### src/rtl/buzz_pkg.sv
package buzz_pkg;

    typedef enum logic [1:0] {
        ST_STATIC = 2'd0,
        ST_ARMED  = 2'd1,
        ST_RUN    = 2'd2
    } drv_state_t;

endpackage

### src/rtl/buzz_edge_det.sv
module buzz_edge_det (
    input  logic clk,
    input  logic rst_n,
    input  logic sig_in,
    output logic rise_o
);

    logic sig_q;

    // Reset to 1 so a tone that is already high at reset release is not a start.
    always_ff @(posedge clk or negedge rst_n) begin
        if (!rst_n) sig_q <= 1'b1;
        else        sig_q <= sig_in;
    end

    assign rise_o = sig_in & ~sig_q;

endmodule

### src/rtl/buzz_slot_cnt.sv
module buzz_slot_cnt #(
    parameter int SLOT_W = 7
) (
    input  logic              clk,
    input  logic              rst_n,
    input  logic              restart,
    input  logic              adv,
    output logic [SLOT_W-1:0] slot
);

    localparam logic [SLOT_W-1:0] SLOT_MAX = {SLOT_W{1'b1}};

    always_ff @(posedge clk or negedge rst_n) begin
        if (!rst_n)                     slot <= '0;
        else if (restart)               slot <= '0;
        else if (adv && slot != SLOT_MAX) slot <= slot + 1'b1;
    end

    assert_restart_zero_R3: assert property (@(posedge clk) disable iff (!rst_n)
        restart |=> slot == '0);

    assert_saturate_R3: assert property (@(posedge clk) disable iff (!rst_n)
        (!restart && adv && slot == SLOT_MAX) |=> slot == SLOT_MAX);

    assert_hold_no_tick_R3: assert property (@(posedge clk) disable iff (!rst_n)
        (!restart && !adv) |=> $stable(slot));

endmodule

### src/rtl/buzz_ctrl_fsm.sv
module buzz_ctrl_fsm
    import buzz_pkg::*;
#(
    parameter int DUTY_W = 6
) (
    input  logic              clk,
    input  logic              rst_n,
    input  logic              en_req,
    input  logic              pol_req,
    input  logic [DUTY_W-1:0] duty_req,
    input  logic              boundary,
    output drv_state_t        state,
    output logic              pol_sh,
    output logic [DUTY_W-1:0] duty_sh
);

    drv_state_t nxt;
    logic       load_cfg;

    assign load_cfg = en_req & boundary;

    // State register
    always_ff @(posedge clk or negedge rst_n) begin
        if (!rst_n) state <= ST_STATIC;
        else        state <= nxt;
    end

    // Next-state logic
    always_comb begin
        nxt = state;
        unique case (state)
            ST_STATIC: begin
                if (en_req) nxt = boundary ? ST_RUN : ST_ARMED;
            end
            ST_ARMED: begin
                if (!en_req)      nxt = ST_STATIC;
                else if (boundary) nxt = ST_RUN;
            end
            ST_RUN: begin
                if (!en_req) nxt = ST_STATIC;
            end
            default: nxt = ST_STATIC;
        endcase
    end

    // Shadow settings, loaded only at a period start while enabled
    always_ff @(posedge clk or negedge rst_n) begin
        if (!rst_n) begin
            pol_sh  <= 1'b0;
            duty_sh <= '0;
        end else if (load_cfg) begin
            pol_sh  <= pol_req;
            duty_sh <= duty_req;
        end
    end

    assert_shadow_hold_R8: assert property (@(posedge clk) disable iff (!rst_n)
        !(en_req && boundary) |=> ($stable(duty_sh) && $stable(pol_sh)));

    assert_run_entry_R8: assert property (@(posedge clk) disable iff (!rst_n)
        (state != ST_RUN && !(en_req && boundary)) |=> state != ST_RUN);

    assert_leave_on_disable_R2: assert property (@(posedge clk) disable iff (!rst_n)
        !en_req |=> state == ST_STATIC);

endmodule

### src/rtl/buzz_out_stage.sv
module buzz_out_stage
    import buzz_pkg::*;
#(
    parameter int DUTY_W = 6,
    parameter int SLOT_W = 7
) (
    input  logic              clk,
    input  logic              rst_n,
    input  logic              en_req,
    input  logic              pol_req,
    input  drv_state_t        state,
    input  logic              pol_sh,
    input  logic [DUTY_W-1:0] duty_sh,
    input  logic [SLOT_W-1:0] slot,
    input  logic              am_gate,
    output logic              pin
);

    logic in_window;
    logic driving;

    assign in_window = slot < SLOT_W'(duty_sh);
    assign driving   = en_req && (state == ST_RUN);

    // Output process
    always_comb begin
        if (!rst_n)        pin = 1'b1;
        else if (!driving) pin = ~pol_req;
        else               pin = (in_window && am_gate) ? pol_sh : ~pol_sh;
    end

    assert_static_level_R2: assert property (@(posedge clk) disable iff (!rst_n)
        !en_req |-> pin == ~pol_req);

    assert_am_idle_R6: assert property (@(posedge clk) disable iff (!rst_n)
        (state == ST_RUN && en_req && !am_gate) |-> pin == ~pol_sh);

    assert_zero_duty_R7: assert property (@(posedge clk) disable iff (!rst_n)
        (state == ST_RUN && en_req && duty_sh == '0) |-> pin == ~pol_sh);

    assert_outside_window_R4: assert property (@(posedge clk) disable iff (!rst_n)
        (state == ST_RUN && en_req && SLOT_W'(duty_sh) <= slot) |-> pin == ~pol_sh);

endmodule

### src/rtl/buzzer_pwm_drv.sv
module buzzer_pwm_drv
    import buzz_pkg::*;
#(
    parameter int DUTY_W = 6
) (
    input  logic              clk,
    input  logic              rst_n,
    input  logic              drv_en,
    input  logic              drv_pol,
    input  logic [DUTY_W-1:0] duty_code,
    input  logic              slot_tick,
    input  logic              tone1_sq,
    input  logic              tone2_sq,
    output logic              buzz_out
);

    localparam int SLOT_W = DUTY_W + 1;

    logic              period_start;
    logic [SLOT_W-1:0] slot;
    drv_state_t        state;
    logic              pol_sh;
    logic [DUTY_W-1:0] duty_sh;

    buzz_edge_det u_edge (
        .clk    (clk),
        .rst_n  (rst_n),
        .sig_in (tone1_sq),
        .rise_o (period_start)
    );

    buzz_slot_cnt #(.SLOT_W(SLOT_W)) u_slot (
        .clk     (clk),
        .rst_n   (rst_n),
        .restart (period_start),
        .adv     (slot_tick),
        .slot    (slot)
    );

    buzz_ctrl_fsm #(.DUTY_W(DUTY_W)) u_fsm (
        .clk      (clk),
        .rst_n    (rst_n),
        .en_req   (drv_en),
        .pol_req  (drv_pol),
        .duty_req (duty_code),
        .boundary (period_start),
        .state    (state),
        .pol_sh   (pol_sh),
        .duty_sh  (duty_sh)
    );

    buzz_out_stage #(.DUTY_W(DUTY_W), .SLOT_W(SLOT_W)) u_out (
        .clk     (clk),
        .rst_n   (rst_n),
        .en_req  (drv_en),
        .pol_req (drv_pol),
        .state   (state),
        .pol_sh  (pol_sh),
        .duty_sh (duty_sh),
        .slot    (slot),
        .am_gate (tone2_sq),
        .pin     (buzz_out)
    );

    always @(posedge clk) begin
        if (!rst_n) begin
            assert_reset_high_R1: assert (buzz_out == 1'b1);
        end
    end

endmodule

### config.mk
export PLATFORM = sky130hd
export DESIGN_NAME = buzzer_pwm_drv
export DESIGN_NICKNAME = d
export VERILOG_FILES = /design/src/rtl/buzz_pkg.sv /design/src/rtl/buzz_edge_det.sv /design/src/rtl/buzz_slot_cnt.sv /design/src/rtl/buzz_ctrl_fsm.sv /design/src/rtl/buzz_out_stage.sv /design/src/rtl/buzzer_pwm_drv.sv
export SDC_FILE = /design/constraint.sdc
export NUM_CORES = 1
export LEC_CHECK = 0
export ABC_AREA = 1
export BUFFER_PORTS_ARGS = -buffer_cell sky130_fd_sc_hd__buf_2
export CORE_MARGIN = 1.5
export CORE_UTILIZATION = 56
export DETAILED_ROUTE_END_ITERATION = 10
export GPL_TIMING_DRIVEN = 1
export PLACE_DENSITY = 0.9
export SLEW_MARGIN = 20
export SYNTH_ARGS = -nofsm -noshare
export SYNTH_HDL_FRONTEND = slang
export SYNTH_HIERARCHICAL = 1
export SYNTH_SLANG_ARGS = --single-unit
### constraint.sdc
create_clock -name clk -period 1.78 [get_ports clk]
set_input_delay 0.089 -clock clk [delete_from_list [all_inputs] [get_ports clk]]
set_output_delay 0.089 -clock clk [all_outputs]
set_load 0.05 [all_outputs]
**Word-level counts from Yosys, hierarchy flattened**

Index checks and enable logic that the tools add are counted.
W data, S select, Z words.

- Register bits: 17
- Latch bits: 0
- Memory bits (writable): 0
- Bits in read-only memories: 0
- Bits of input ports: 13
- Output and inout bits: 1
- Memories: 0

- Add/sub/neg operators: 1
- Multipliers: 0
- Divide/modulo/power cells: 0
- $lt $le $gt $ge: 1
- Equality and inequality tests: 6
- Shift operators: 0
- Mux-type cells: 11
- Bitwise operators: 5
- Reductions and logical operators: 6

Operator list:

| operator | count |
|---|---|
| $mux W7 | 2 |
| $mux W2 | 5 |
| $add A7 B1 Y7 const B | 1 |
| $lt A7 B6 Y1 | 1 |
| $ne A7 B7 Y1 const B | 1 |
| $pmux W2 S3 | 1 |
| $ne A2 B2 Y1 const B | 2 |
| $logic_and A1 B1 Y1 | 3 |
| $mux W1 | 3 |
| $ne A3 B2 Y1 const B | 1 |
| $not A1 Y1 | 3 |
| $reduce_and A3 Y1 | 1 |
| $and A1 B1 Y1 | 2 |
| $eq A2 B1 Y1 const B | 1 |
| $eq A2 B2 Y1 const B | 1 |
| $logic_not A2 Y1 | 1 |
| $reduce_bool A2 Y1 | 1 |

**Longest topological paths before layout**

- Word-level depth: 5
- Mapped depth: 11
- Gate-level depth less buffers: 11

**Cells and area by module**

Netlist, hierarchy kept.

By module, submodules not included:

| module | times used | cells each | area an instance (µm²) | seq. area each (µm²) |
|---|---|---|---|---|
| buzz_slot_cnt | 1 | 62 | 441.7 | 175.2 |
| buzz_ctrl_fsm | 1 | 38 | 372.9 | 225.2 |
| buzz_out_stage | 1 | 37 | 212.7 | 0.0 |
| buzz_edge_det | 1 | 3 | 36.3 | 26.3 |

**Least setup slack after synthesis**

No wires, ideal clock.

- Path kind: register to output
- From: register u_slot.slot[2]
- To: output buzz_out
- Arrival: 1.490 ns
- Setup slack: 0.201 ns
- Cell stages (with the launch flop): 9
- Path through: dfrtp_1 ha_1 a21oi_1 nand2_1 nand2_1 nand2_1 nand2_1 nand3_1 nand2_1

- Word-level cells in the longest chain between the ends: 5

Ends and longest elaborated chain:

| item | RTL line | source |
|---|---|---|
| start, declared | buzz_slot_cnt.sv:8 | `output logic [SLOT_W-1:0] slot` |
| start signal, assigned | buzz_slot_cnt.sv:16 | `else if (adv && slot != SLOT_MAX) slot <= slot + 1'b1;` |
| $lt A7 B6 Y1 | buzz_out_stage.sv:22 | `assign in_window = slot < SLOT_W'(duty_sh);` |
| $logic_and A1 B1 Y1 | buzz_out_stage.sv:29 | `else pin = (in_window && am_gate) ? pol_sh : ~pol_sh;` |
| $mux W1 | buzz_out_stage.sv:29 |  |
| $mux W1 | buzz_out_stage.sv:28 | `else if (!driving) pin = ~pol_req;` |
| $mux W1 | buzz_out_stage.sv:27 | `if (!rst_n) pin = 1'b1;` |
| end, declared | buzzer_pwm_drv.sv:14 | `output logic buzz_out` |

No other way between the ends.

**Final worst setup path**

- From: register u_fsm.duty_sh[2]
- To: output buzz_out

- Word-level cells in the longest chain between the ends: 5

Ends and longest elaborated chain:

| item | RTL line | source |
|---|---|---|
| start, declared | buzz_ctrl_fsm.sv:14 | `output logic [DUTY_W-1:0] duty_sh` |
| start signal, assigned | buzz_ctrl_fsm.sv:53 | `duty_sh <= duty_req;` |
| $lt A7 B6 Y1 | buzz_out_stage.sv:22 |  |
| $logic_and A1 B1 Y1 | buzz_out_stage.sv:29 |  |
| $mux W1 | buzz_out_stage.sv:29 |  |
| $mux W1 | buzz_out_stage.sv:28 |  |
| $mux W1 | buzz_out_stage.sv:27 |  |

No other way between the ends.

==> results_dict.tcl <==
set metrics [dict create \
    run_status "complete, but fails checks" \
    violations "setup timing" \
    p_leak_nw 0.711 \
    gr-usage-met3 0.0471 \
    synth_seq_area_share 0.401 \
    avgRoutedWirePerCell_um 12.1 \
    synth_cell_types 22 \
    global_route.peak_usage_layer "met2" \
    setup.worst_path.end_class "output port" \
    synth.top_cells.by_count "sky130_fd_sc_hd__nand2_1 (44), sky130_fd_sc_hd__nand3_1 (23), sky130_fd_sc_hd__inv_1 (21), sky130_fd_sc_hd__dfrtp_1 (16), sky130_fd_sc_hd__nor2_1 (10)" \
    worst_path_largest_cell_delay_ns 0.40 \
    h-tree-depth 1 \
    die_area_um2 2170 \
    use_met2 0.394 \
    ant_nets 0 \
    power_per_cell_area_nw_per_um2 735 \
    yosys_warn_count 6 \
    clk_pin_slew_ns 0.10 \
    ys_ff_latch 17 \
    path_delay_family "flip-flops" \
    floorplan.die.width_um 46.6 \
    grt_total_ovfl 0 \
    worst_ir_drop_vdd_v 0.000593 \
    tightest_slew_margin_relative_to_the_limit 0.612 \
    placement_rows 15 \
    post_syn_nets 159 \
    cp_common_cell "sky130_fd_sc_hd__nand2_1" \
    cp_max_fo 2 \
    tritoncts_clock_tree "built" \
    detailroute.via_count 938 \
    detail_route.vias_per_cell 4.99 \
    crit_required_ns 1.69 \
    timing.clock.skew_ns 0.00139 \
    number_of_antenna_violations_at_the_first_check_in_global_routing 0 \
    cp_cell_sequence "inv_1 -> ha_4 -> a21oi_1 -> nand2_2 -> nand2_2 -> nand2_1 -> nand2_1 -> nand3_1 -> nand2_1 -> buf_6" \
    core_area_um2 1760 \
    area_delta_synth_final_pct 19.9 \
    initial_standard_cell_utilization_of_the_core 0.603 \
    maxClockFrequency_mhz 560 \
    timing.final.hold_violations 0 \
    rsz0062_at_grt "true" \
    gp_routability_congestion 0.912 \
    antenna-diode-count 0 \
    gr-usage-met1 0.267 \
    synthFlopType "sky130_fd_sc_hd__dfrtp_1" \
    fin_crit_ns 1.78 \
    place_worst_setup_slack_ns 0.181 \
    cts_buffer_depth 2 \
    register_area_um2 428 \
    boundaryPins 14 \
    number_of_design_rule_violations_left_by_the_first_detailed_router_iteration 36 \
    avgSynthCellArea_um2 7.60 \
    netlist.area_leader.share 0.376 \
    final_max_slew_viol_count 0 \
    grt.total_usage 0.219 \
    min-delay-path-class "in -> reg" \
    synth_area_um2 1060 \
    drt_pass1_iterations 4 \
    drcViolationCount 0 \
    postRouteWirelength_um 2280 \
    setup.worst_path.class "reg -> out" \
    cts.sinks 17 \
    reported_max_cap_violation_count 0 \
    tightest_slew_ns 0.582 \
    multi_input_area_um2 562 \
    post-route-cell-area_um2 1270 \
    fraction_of_synthesis_flops_using_an_asynchronous_set_or_reset_pin 1.00 \
    final_nets 183 \
    timing.critical_path.from_type "flop" \
    placement_stage_cell_area_um2 1150 \
    synth_edf_count 0 \
    layout_setup_ws_ns -0.00427 \
    clk_latency_ns 0.29 \
    post_synth_main_area_contributors "sky130_fd_sc_hd__dfrtp_1 (38%), sky130_fd_sc_hd__nand2_1 (16%), sky130_fd_sc_hd__nand3_1 (11%)" \
    die-height_um 46.6 \
    critPathSlowestCell "sky130_fd_sc_hd__dfrtp_1" \
    finish.utilization 0.723 \
    yosys.cell_count.top_type "sky130_fd_sc_hd__nand2_1" \
    final_layout_size_suffix_gt1_frac 0.252 \
    final-setup-viol-count 1 \
    synth_top_cell_by_area "sky130_fd_sc_hd__dfrtp_1" \
    detailed_place_hpwl_um 1550 \
    clk_root_buffer_cell "sky130_fd_sc_hd__clkbuf_4" \
    placement.io_buffers 13 \
    post_synth_inst_count 140 \
    pin_count_of_the_biggest_net_entering_global_routing 18 \
    n_fill_cell 146 \
    timing.final.crit_share 1.00 \
    grt_first_pass_wirelength_um 3390 \
    first_global_vias 857 \
    critical_path_arrival_ns 1.70 \
    cts-buffers-inserted 3 \
    critPathBufInv 2 \
]
-- final cells by class --
class / count / area share
sequential: 17 / 0.336
clock inverter: 1 / 0.00393
inverter: 22 / 0.0648
tap: 25 / 0.0245
multi-input combinational: 98 / 0.441
clock buffer: 3 / 0.0177
timing repair buffer: 22 / 0.113
-- flip-flops by register name, summed over array words and instances (netlist names) --
register / count
u_edge/sig_q: 1
u_fsm/state: 2
u_fsm/pol_sh: 1
u_slot/slot: 7
u_fsm/duty_sh: 6
-- worst paths after layout --
kind,startpoint,endpoint,slack (ns),cells past startpoint
setup / recovery,u_fsm/duty_sh[2],buzz_out,-0.004,10
hold / removal,duty_code[1],u_fsm/duty_sh[1],0.03,3
setup reg to reg,u_slot/slot[1],u_slot/slot[1],0.21,7
hold reg to reg,u_fsm/duty_sh[0],u_fsm/duty_sh[0],0.48,2
max in group asynchronous,rst_n,u_edge/sig_q,1.22,3
min in group asynchronous,rst_n,u_slot/slot[0],0.31,3
-- logic make-up (layout without fill, tap and decap cells) --
logic type,after synthesis,count (layout),synth area share
simple gates,86,86,0.378
buf+inv,25,48,0.104
flops,17,17,0.401
compound gates,6,6,0.0471
fa+ha+maj,6,6,0.0706
-- layer usage --
metal / wire length [µm] / vias up / share of wire
met5: 0 / - / 0
met4: 16 / 0 / 0.0070
met3: 118 / 2 / 0.052
met2: 1150 / 35 / 0.50
met1: 997 / 416 / 0.44
li1: - / 485 / -
-- worst reg2reg max path, delay by kind of cell (launching register included) --
| family | cells | cell delay (ns) |
|---|---|---|
| flip-flops | 1 | 0.40 |
| AND/OR/NAND/NOR | 5 | 0.75 |
| adder cells (fa/ha/maj) | 1 | 0.21 |
| buffers and inverters | 1 | 0.16 |
-- cell usage in the layout (no fill, tap or decap), drive strengths merged --
| cell | count |
|---|---|
| clkbuf | 3 |
| nand3 | 25 |
| o21ai | 2 |
| inv | 22 |
| nand2 | 45 |
| dfrtp | 16 |
| dfstp | 1 |
| nand4 | 1 |
| nor2 | 12 |
| nor3 | 3 |
| buf | 20 |
| a21oi | 2 |
| clkinv | 1 |
| dlygate4sd3 | 2 |
| ha | 6 |
| o21a | 2 |
-- stage by stage --
stage | power, mW | std cells | setup TNS [ns] | hold WS [ns]
after floorplan | 0.621 | 140 | 0 | -0.207
after global placement | 0.674 | 178 | 0 | 0.100
after detailed placement | 0.688 | 178 | 0 | 0.105
after CTS | 0.908 | 187 | -0.0108 | 0.0185
after global routing | 1.01 | 188 | -0.111 | 0.0303
final | 0.937 | 188 | -0.00427 | 0.0256
-- report_power, final --
group | internal [mW] | total, mW | switching, mW
sequential | 0.429 | 0.464 | 0.0350
combinational | 0.112 | 0.267 | 0.155
clock | 0.0836 | 0.206 | 0.122
-- what timing repair did --
action / 4_1_cts / 5_1_grt
gates resized for setup: 3 / 6
endpoints found under the setup margin: 1 / 1
setup buffers: 3 / 1
hold buffers: 2 / 0
pin swaps: 2 / 1
hold endpoints to repair: 17 / 0
Power figures use the tool's default switching activity.
